<file path="src/rtl/startup_pkg.sv">
package startup_pkg;

  localparam int PHASE_W = 3;
  localparam int NUM_EVT = 4;

  typedef logic [PHASE_W-1:0] phase_t;

  localparam phase_t FIRST_PHASE = '0;
  localparam phase_t LAST_PHASE  = '1;
  localparam phase_t SEL_MIN     = phase_t'(1);
  localparam phase_t SEL_MAX     = LAST_PHASE - phase_t'(1);

  typedef enum logic [1:0] {
    EV_DONE = 2'd0,
    EV_GTS  = 2'd1,
    EV_GSR  = 2'd2,
    EV_GWE  = 2'd3
  } evt_e;

  // Fallback phase for an event whose select is out of range.
  function automatic phase_t default_phase(evt_e ev);
    case (ev)
      EV_DONE: return phase_t'(4);
      EV_GTS:  return phase_t'(5);
      default: return phase_t'(6);
    endcase
  endfunction

  function automatic logic sel_legal(phase_t sel);
    return (sel >= SEL_MIN) && (sel <= SEL_MAX);
  endfunction

  function automatic phase_t resolve_phase(phase_t sel, evt_e ev);
    return sel_legal(sel) ? sel : default_phase(ev);
  endfunction

  // In synchronised mode a global event may not precede the DONE release.
  function automatic phase_t gate_after_done(phase_t own, phase_t done_ph);
    return (own > done_ph) ? own : done_ph + phase_t'(1);
  endfunction

  function automatic phase_t next_phase(phase_t p);
    return p + phase_t'(1);
  endfunction

endpackage

</file>
<file path="src/rtl/su_pin_sync.sv">
module su_pin_sync #(
  parameter int STAGES = 2
) (
  input  logic clk,
  input  logic rst_n,
  input  logic pin_i,
  output logic level_o
);
  localparam int LAST = STAGES - 1;

  logic [STAGES-1:0] chain_q;

  generate
    if (STAGES == 1) begin : g_single
      always_ff @(posedge clk or negedge rst_n) begin
        if (!rst_n) chain_q <= '0;
        else        chain_q <= pin_i;
      end
    end else begin : g_multi
      always_ff @(posedge clk or negedge rst_n) begin
        if (!rst_n) chain_q <= '0;
        else        chain_q <= {chain_q[STAGES-2:0], pin_i};
      end
    end
  endgenerate

  assign level_o = chain_q[LAST];

endmodule

</file>
<file path="src/rtl/su_phase_ctr.sv">
module su_phase_ctr
  import startup_pkg::*;
(
  input  logic   clk,
  input  logic   rst_n,
  input  logic   start_i,
  input  logic   stall_i,
  output logic   run_o,
  output logic   complete_o,
  output phase_t phase_o,
  output phase_t phase_nxt_o,
  output logic   enter_o
);
  logic   run_q, complete_q;
  phase_t phase_q;

  logic idle, start_ok, advance, finish;

  always_comb begin
    idle     = !run_q && !complete_q;
    start_ok = start_i && idle;
    advance  = run_q && !stall_i && (phase_q != LAST_PHASE);
    finish   = run_q && !stall_i && (phase_q == LAST_PHASE);
    enter_o  = start_ok || advance;
    if (start_ok)     phase_nxt_o = FIRST_PHASE;
    else if (advance) phase_nxt_o = next_phase(phase_q);
    else              phase_nxt_o = phase_q;
  end

  always_ff @(posedge clk or negedge rst_n) begin
    if (!rst_n) begin
      run_q      <= 1'b0;
      complete_q <= 1'b0;
      phase_q    <= FIRST_PHASE;
    end else begin
      phase_q <= phase_nxt_o;
      if (start_ok) run_q <= 1'b1;
      else if (finish) begin
        run_q      <= 1'b0;
        complete_q <= 1'b1;
      end
    end
  end

  assign run_o      = run_q;
  assign complete_o = complete_q;
  assign phase_o    = phase_q;

  // The walk freezes while any held event is waiting.
  assert_stall_hold_R8: assert property (@(posedge clk) disable iff (!rst_n)
    (run_q && stall_i) |=> $stable(phase_q));

  // Completion only follows the last phase.
  assert_complete_after_last_R2: assert property (@(posedge clk) disable iff (!rst_n)
    $rose(complete_q) |-> ($past(phase_q) == LAST_PHASE));

endmodule

</file>
<file path="src/rtl/su_event_slot.sv">
module su_event_slot
  import startup_pkg::*;
#(
  parameter evt_e EVT = EV_DONE
) (
  input  logic   clk,
  input  logic   rst_n,
  input  phase_t sel_i,
  input  logic   sync_en_i,
  input  phase_t done_eff_i,
  input  logic   ext_high_i,
  input  logic   run_i,
  input  phase_t phase_i,
  input  logic   enter_i,
  input  phase_t phase_nxt_i,
  output logic   fired_o,
  output phase_t eff_o,
  output logic   wait_o
);
  localparam bit GATED = (EVT != EV_DONE);

  phase_t base_ph;
  logic   held, fire, fired_q;

  always_comb begin
    base_ph = resolve_phase(sel_i, EVT);
    eff_o   = (GATED && sync_en_i) ? gate_after_done(base_ph, done_eff_i) : base_ph;
    held    = GATED && sync_en_i && !ext_high_i;
    wait_o  = held && run_i && !fired_q && (next_phase(phase_i) == eff_o);
    fire    = enter_i && (phase_nxt_i == eff_o);
  end

  always_ff @(posedge clk or negedge rst_n) begin
    if (!rst_n) fired_q <= 1'b0;
    else        fired_q <= fired_q | fire;
  end

  assign fired_o = fired_q;

  // An event takes effect exactly as the walk enters its phase.
  assert_fire_phase_R3: assert property (@(posedge clk) disable iff (!rst_n)
    $rose(fired_q) |-> (phase_i == eff_o));

  generate
    if (GATED) begin : g_gated
      // A held event fires only after the synchronised line was high.
      assert_sync_gate_R8: assert property (@(posedge clk) disable iff (!rst_n)
        ($rose(fired_q) && sync_en_i) |-> $past(ext_high_i));
    end
  endgenerate

endmodule

</file>
<file path="src/rtl/startup_seq.sv">
module startup_seq
  import startup_pkg::*;
#(
  parameter int SYNC_STAGES = 2
) (
  input  logic                clk,
  input  logic                rst_n,
  input  logic                start_i,
  input  logic                sync_mode_i,
  input  logic [PHASE_W-1:0]  sel_done_i,
  input  logic [PHASE_W-1:0]  sel_gts_i,
  input  logic [PHASE_W-1:0]  sel_gsr_i,
  input  logic [PHASE_W-1:0]  sel_gwe_i,
  input  logic                done_pin_i,
  output logic                done_low_en_o,
  output logic                done_release_o,
  output logic                gts_hold_o,
  output logic                gsr_hold_o,
  output logic                gwe_en_o,
  output logic                seq_complete_o
);
  phase_t sel_arr [NUM_EVT];
  logic   fired   [NUM_EVT];
  phase_t eff_arr [NUM_EVT];
  logic   wait_v  [NUM_EVT];

  logic   ext_high, run, enter, stall;
  phase_t phase, phase_nxt, done_eff;

  always_comb begin
    sel_arr[EV_DONE] = sel_done_i;
    sel_arr[EV_GTS]  = sel_gts_i;
    sel_arr[EV_GSR]  = sel_gsr_i;
    sel_arr[EV_GWE]  = sel_gwe_i;
    done_eff         = resolve_phase(sel_done_i, EV_DONE);
    stall            = 1'b0;
    for (int e = 0; e < NUM_EVT; e++) stall = stall | wait_v[e];
  end

  su_pin_sync #(.STAGES(SYNC_STAGES)) u_sync (
    .clk     (clk),
    .rst_n   (rst_n),
    .pin_i   (done_pin_i),
    .level_o (ext_high)
  );

  su_phase_ctr u_ctr (
    .clk         (clk),
    .rst_n       (rst_n),
    .start_i     (start_i),
    .stall_i     (stall),
    .run_o       (run),
    .complete_o  (seq_complete_o),
    .phase_o     (phase),
    .phase_nxt_o (phase_nxt),
    .enter_o     (enter)
  );

  generate
    for (genvar i = 0; i < NUM_EVT; i++) begin : g_evt
      su_event_slot #(.EVT(evt_e'(i))) u_slot (
        .clk         (clk),
        .rst_n       (rst_n),
        .sel_i       (sel_arr[i]),
        .sync_en_i   (sync_mode_i),
        .done_eff_i  (done_eff),
        .ext_high_i  (ext_high),
        .run_i       (run),
        .phase_i     (phase),
        .enter_i     (enter),
        .phase_nxt_i (phase_nxt),
        .fired_o     (fired[i]),
        .eff_o       (eff_arr[i]),
        .wait_o      (wait_v[i])
      );
    end
  endgenerate

  assign done_release_o = fired[EV_DONE];
  assign done_low_en_o  = !fired[EV_DONE];
  assign gts_hold_o     = !fired[EV_GTS];
  assign gsr_hold_o     = !fired[EV_GSR];
  assign gwe_en_o       = fired[EV_GWE];

  // Completion implies every event has taken effect.
  assert_complete_all_R2: assert property (@(posedge clk) disable iff (!rst_n)
    $rose(seq_complete_o) |-> (done_release_o && !gts_hold_o && !gsr_hold_o && gwe_en_o));

  // The released DONE line stays released.
  assert_done_sticky_R5: assert property (@(posedge clk) disable iff (!rst_n)
    $rose(done_release_o) |=> done_release_o);

  // A held global event never sits behind or with the DONE release.
  assert_gate_order_R7: assert property (@(posedge clk) disable iff (!rst_n)
    sync_mode_i |-> ((eff_arr[EV_GTS] > done_eff) && (eff_arr[EV_GSR] > done_eff)
                     && (eff_arr[EV_GWE] > done_eff)));

endmodule

</file>
<file path="config.mk">
export PLATFORM = sky130hd
export DESIGN_NAME = startup_seq
export DESIGN_NICKNAME = d
export VERILOG_FILES = /design/src/rtl/startup_pkg.sv /design/src/rtl/su_pin_sync.sv /design/src/rtl/su_phase_ctr.sv /design/src/rtl/su_event_slot.sv /design/src/rtl/startup_seq.sv
export SDC_FILE = /design/constraint.sdc
export NUM_CORES = 1
export LEC_CHECK = 0
export ABC_AREA = 0
export BUFFER_PORTS_ARGS = -buffer_cell sky130_fd_sc_hd__buf_2
export CORE_MARGIN = 2
export CORE_UTILIZATION = 50
export CTS_BUF_LIST = sky130_fd_sc_hd__clkbuf_8 sky130_fd_sc_hd__clkbuf_16
export DETAILED_ROUTE_END_ITERATION = 10
export GPL_TIMING_DRIVEN = 0
export PLACE_DENSITY = 0.71
export SYNTH_ARGS = -nofsm -noshare
export SYNTH_HDL_FRONTEND = slang
export SYNTH_SLANG_ARGS = --single-unit
</file>
<file path="constraint.sdc">
create_clock -name clk -period 3.4 [get_ports clk]
set_input_delay 0.34 -clock clk [delete_from_list [all_inputs] [get_ports clk]]
set_output_delay 0.34 -clock clk [all_outputs]
set_load 0.005 [all_outputs]
</file>
==> flow_summary_export.csv <==
group,metric,value,unit
run_status,status,"finished, violations left",
run_status,violations,"negative setup slack",
placement,place_ws,-0.629,ns
detailed_routing,routed_wl,4230,um
timing,hold_viol_final,0,
clocking,cts.sinks,11,
grt,grt_pass1_wl,6560,um
grt,grt_pass1_vias,1517,
detailed_routing,firstDrtPassIters,4,
yosys,synth_top_area_share,17.9,%
final_layout,syn2layout_area_growth,35.4,%
final_layout,final_cell_mix,"buf_2, nor2_1, inv_1",
critical_path,crit_slowest_cell,"or2_2",
clocking,cts_root_buf,"clkbuf_8",
yosys,synth_area,0.00154,sq mm
critical_path,cp_top_family,"compound AO/OA/AOI/OAI gates",
critical_path,slowest_delay,0.35,ns
clocking,clk_pin_slew,0.05,ns
detailed_routing,drcViolationCount,0,
min_path,hp-class,"in -> reg",
detailed_routing,wl_per_cell,15.8,um
critical_path,cp.required,3.53,ns
detailed_routing,viasPerCell,6.20,
yosys,yosysWarnings,0,
yosys,synth-main-ff-cell,"dfrtp_1",
critical_path,crit_path_end_kind,"flop",
power_and_ir_drop,ir_worst_vdd,493,uV
yosys,yosysSeqAreaShare,17.9,%
yosys,yosys.area.top_type,"dfrtp_1",
final_layout,fin_cells,268,
final_layout,fin_nets,262,
grt,grt_start_max_net_pins,12,
yosys,netlist_instances,196,
final_layout,drive_gt1_share,34.9,%
yosys,syn_avg_cell_area,7.86,sq um
die,die-area,0.00354,sq mm
yosys,synthArstFlopShare,100,%
placement,place_congestion,0.863,
timing,rsz0062_at_grt,"true",
detailed_routing,vias,1662,
grt,antenna_found_initial,0,
timing,drv_slew,0,
critical_path,cp_max_fo,6,
power_and_ir_drop,power,1240,uW
placement,io_buffers,20,
clocking,clk_latency,0.24,ns
critical_path,crit_type,"in -> reg",
die,core_area,0.00300,sq mm
timing,worst_pin_slew,0.741,ns
yosys,synth_edf_count,0,
power_and_ir_drop,p_per_area,594,mW/mm^2
yosys,ys_ff_latch,11,
die,die_h,59.5,um
final_layout,final_util,69.5,%
die,dieWidth,59.5,um
yosys,yosys-top-cells-area,"dfrtp_1, ha_1, xnor2_1",
detailed_routing,postRouteAntennaNets,0,
timing,setup_viol,1,
critical_path,cp_data_arrival_time,3.56,ns
final_layout,antenna_cells,0,
placement,dpl.hpwl,3130,um
detailed_routing,initialDrtViolationCount,68,
timing,fmaxAchievable,0.291,GHz
final_layout,final_common_cell,"buf_2",
timing,timing.hold.ws,0.204,ns
clocking,clk_path_buf_depth,2,
grt,grt_usage,23.7,%
die,rows,20,
run,drv_cap,0,
placement,dpl.cell_count,249,
critical_path,worst-path-buf-inv,4,
timing,max_slew_margin,50.5,%
clocking,cts_tree,"yes",
critical_path,crit_chain,"buf_6 > inv_1 > ha_4 > o21ai_4 > inv_2 > ha_1 > or2_2 > a21oi_4 > o311ai_1 > a31o_2 > and3_1 > o2111ai_4 > nand4b_4 > buf_4 > mux2i_2 > xor2_1 > a31o_1",
timing,finClkSkew,0.00266,ns
yosys,synth.net_count,222,
critical_path,critPathLaunchType,"primary input",
yosys,synth_cell_types,65,
timing,fin_crit,3.43,ns
clocking,htreeDepth,1,
timing,finalCritPeriodShare,101,%
clocking,cts_buffers,3,
grt,grt_overflow_total,0,
die,initial_core_util,51.3,%
die,ios,23,
timing,layout_setup_ws,-0.0307,ns
power_and_ir_drop,p_leak,0.000871,uW
## per-stage QoR
stage / setup TNS [ns] / cell area [sq um]
3_3_place_gp: -2.89 / 1740
3_5_place_dp: -3.39 / 1740
6_report: -0.0307 / 2090
4_1_cts: -0.108 / 1960
5_1_grt: -0.506 / 2090
2_1_floorplan: 0 / 1600
## worst paths after layout
path	slack, ns	cells after the start	endpoint	start
worst max-delay path	-0.03	17	g_evt[3].u_slot.fired_o	sel_done_i[0]
worst min-delay path	0.20	1	u_sync.chain_q[0]	done_pin_i
worst max register to register	0.36	10	g_evt[3].u_slot.fired_o	u_ctr.phase_o[0]
worst min register to register	0.36	0	u_sync.chain_q[1]	u_sync.chain_q[0]
max in group asynchronous	2.69	2	u_ctr.run_o	rst_n
min in group asynchronous	0.50	2	u_ctr.phase_o[1]	rst_n
## cell usage after synthesis, drive strengths merged (4+ instances only)
master and instances:
a21boi 4, inv 16, nor3 6, nand2b 4, a21oi 7, nand3 6
nand4 4, xnor2 8, nor2 16, dfrtp 11, nor2b 5, o21ai 15
or3 4, nand2 11, ha 9, nor3b 4, clkbuf 4
## layer usage
layer | track usage, % | wire, um | up-vias
met1 | 31.5 | 1910 | 797
met4 | 4.76 | 80 | 0
met5 | 0 | 0 | -
li1 | - | - | 816
met3 | 3.93 | 169 | 9
met2 | 40.5 | 2070 | 40
## what timing repair did
item,in CTS,in global routing
hold buffers,1,0
hold endpoints to repair,11,0
pin swaps,10,8
setup endpoints to repair,7,6
gates resized for setup,20,17
setup buffers,10,5
## state kept, by name, summed over array words and instances (netlist names)
signal and flops:
g_evt.u_slot.fired_o 4, u_ctr.run_o 1, u_ctr.phase_o 3, u_ctr.complete_o 1, u_sync.chain_q 2
## worst reg2reg max path, stage by stage (launching register included)
cell and delay, ns:
dfrtp_1 0.39, ha_1 0.28, clkbuf_1 0.37, nor4_1 0.13, or4b_1 0.54, a2111o_1 0.43, nand4b_4 0.15, buf_4 0.13
mux2i_2 0.25, xor2_1 0.10, a31o_1 0.18
## cell type report
cell class,instances,area [sq um]
Multi-Input combinational cell,162,1350
Inverter,16,72.6
Sequential cell,11,275
Tap cell,33,41.3
Fill cell,233,917
Buffer,7,42.5
Timing Repair Buffer,35,262
Clock buffer,3,41.3
Clock inverter,1,3.75
## cells by family after synthesis
| group | Yosys count | synth area share (%) |
|---|---|---|
| flops | 11 | 17.9 |
| buf+inv | 23 | 6.42 |
| mux | 5 | 4.22 |
| simple gates | 76 | 27.9 |
| compound gates | 62 | 30.6 |
| xor+xnor | 10 | 5.69 |
| fa+ha+maj | 9 | 7.31 |
## power breakdown
group	leakage, uW	switching (uW)	internal, uW
clock	0.0000269	50.2	79.4
sequential	0.000116	23.5	170
combinational	0.000729	480	436
total	0.000871	554	685
Note: power is estimated with default switching activity, not from simulation.
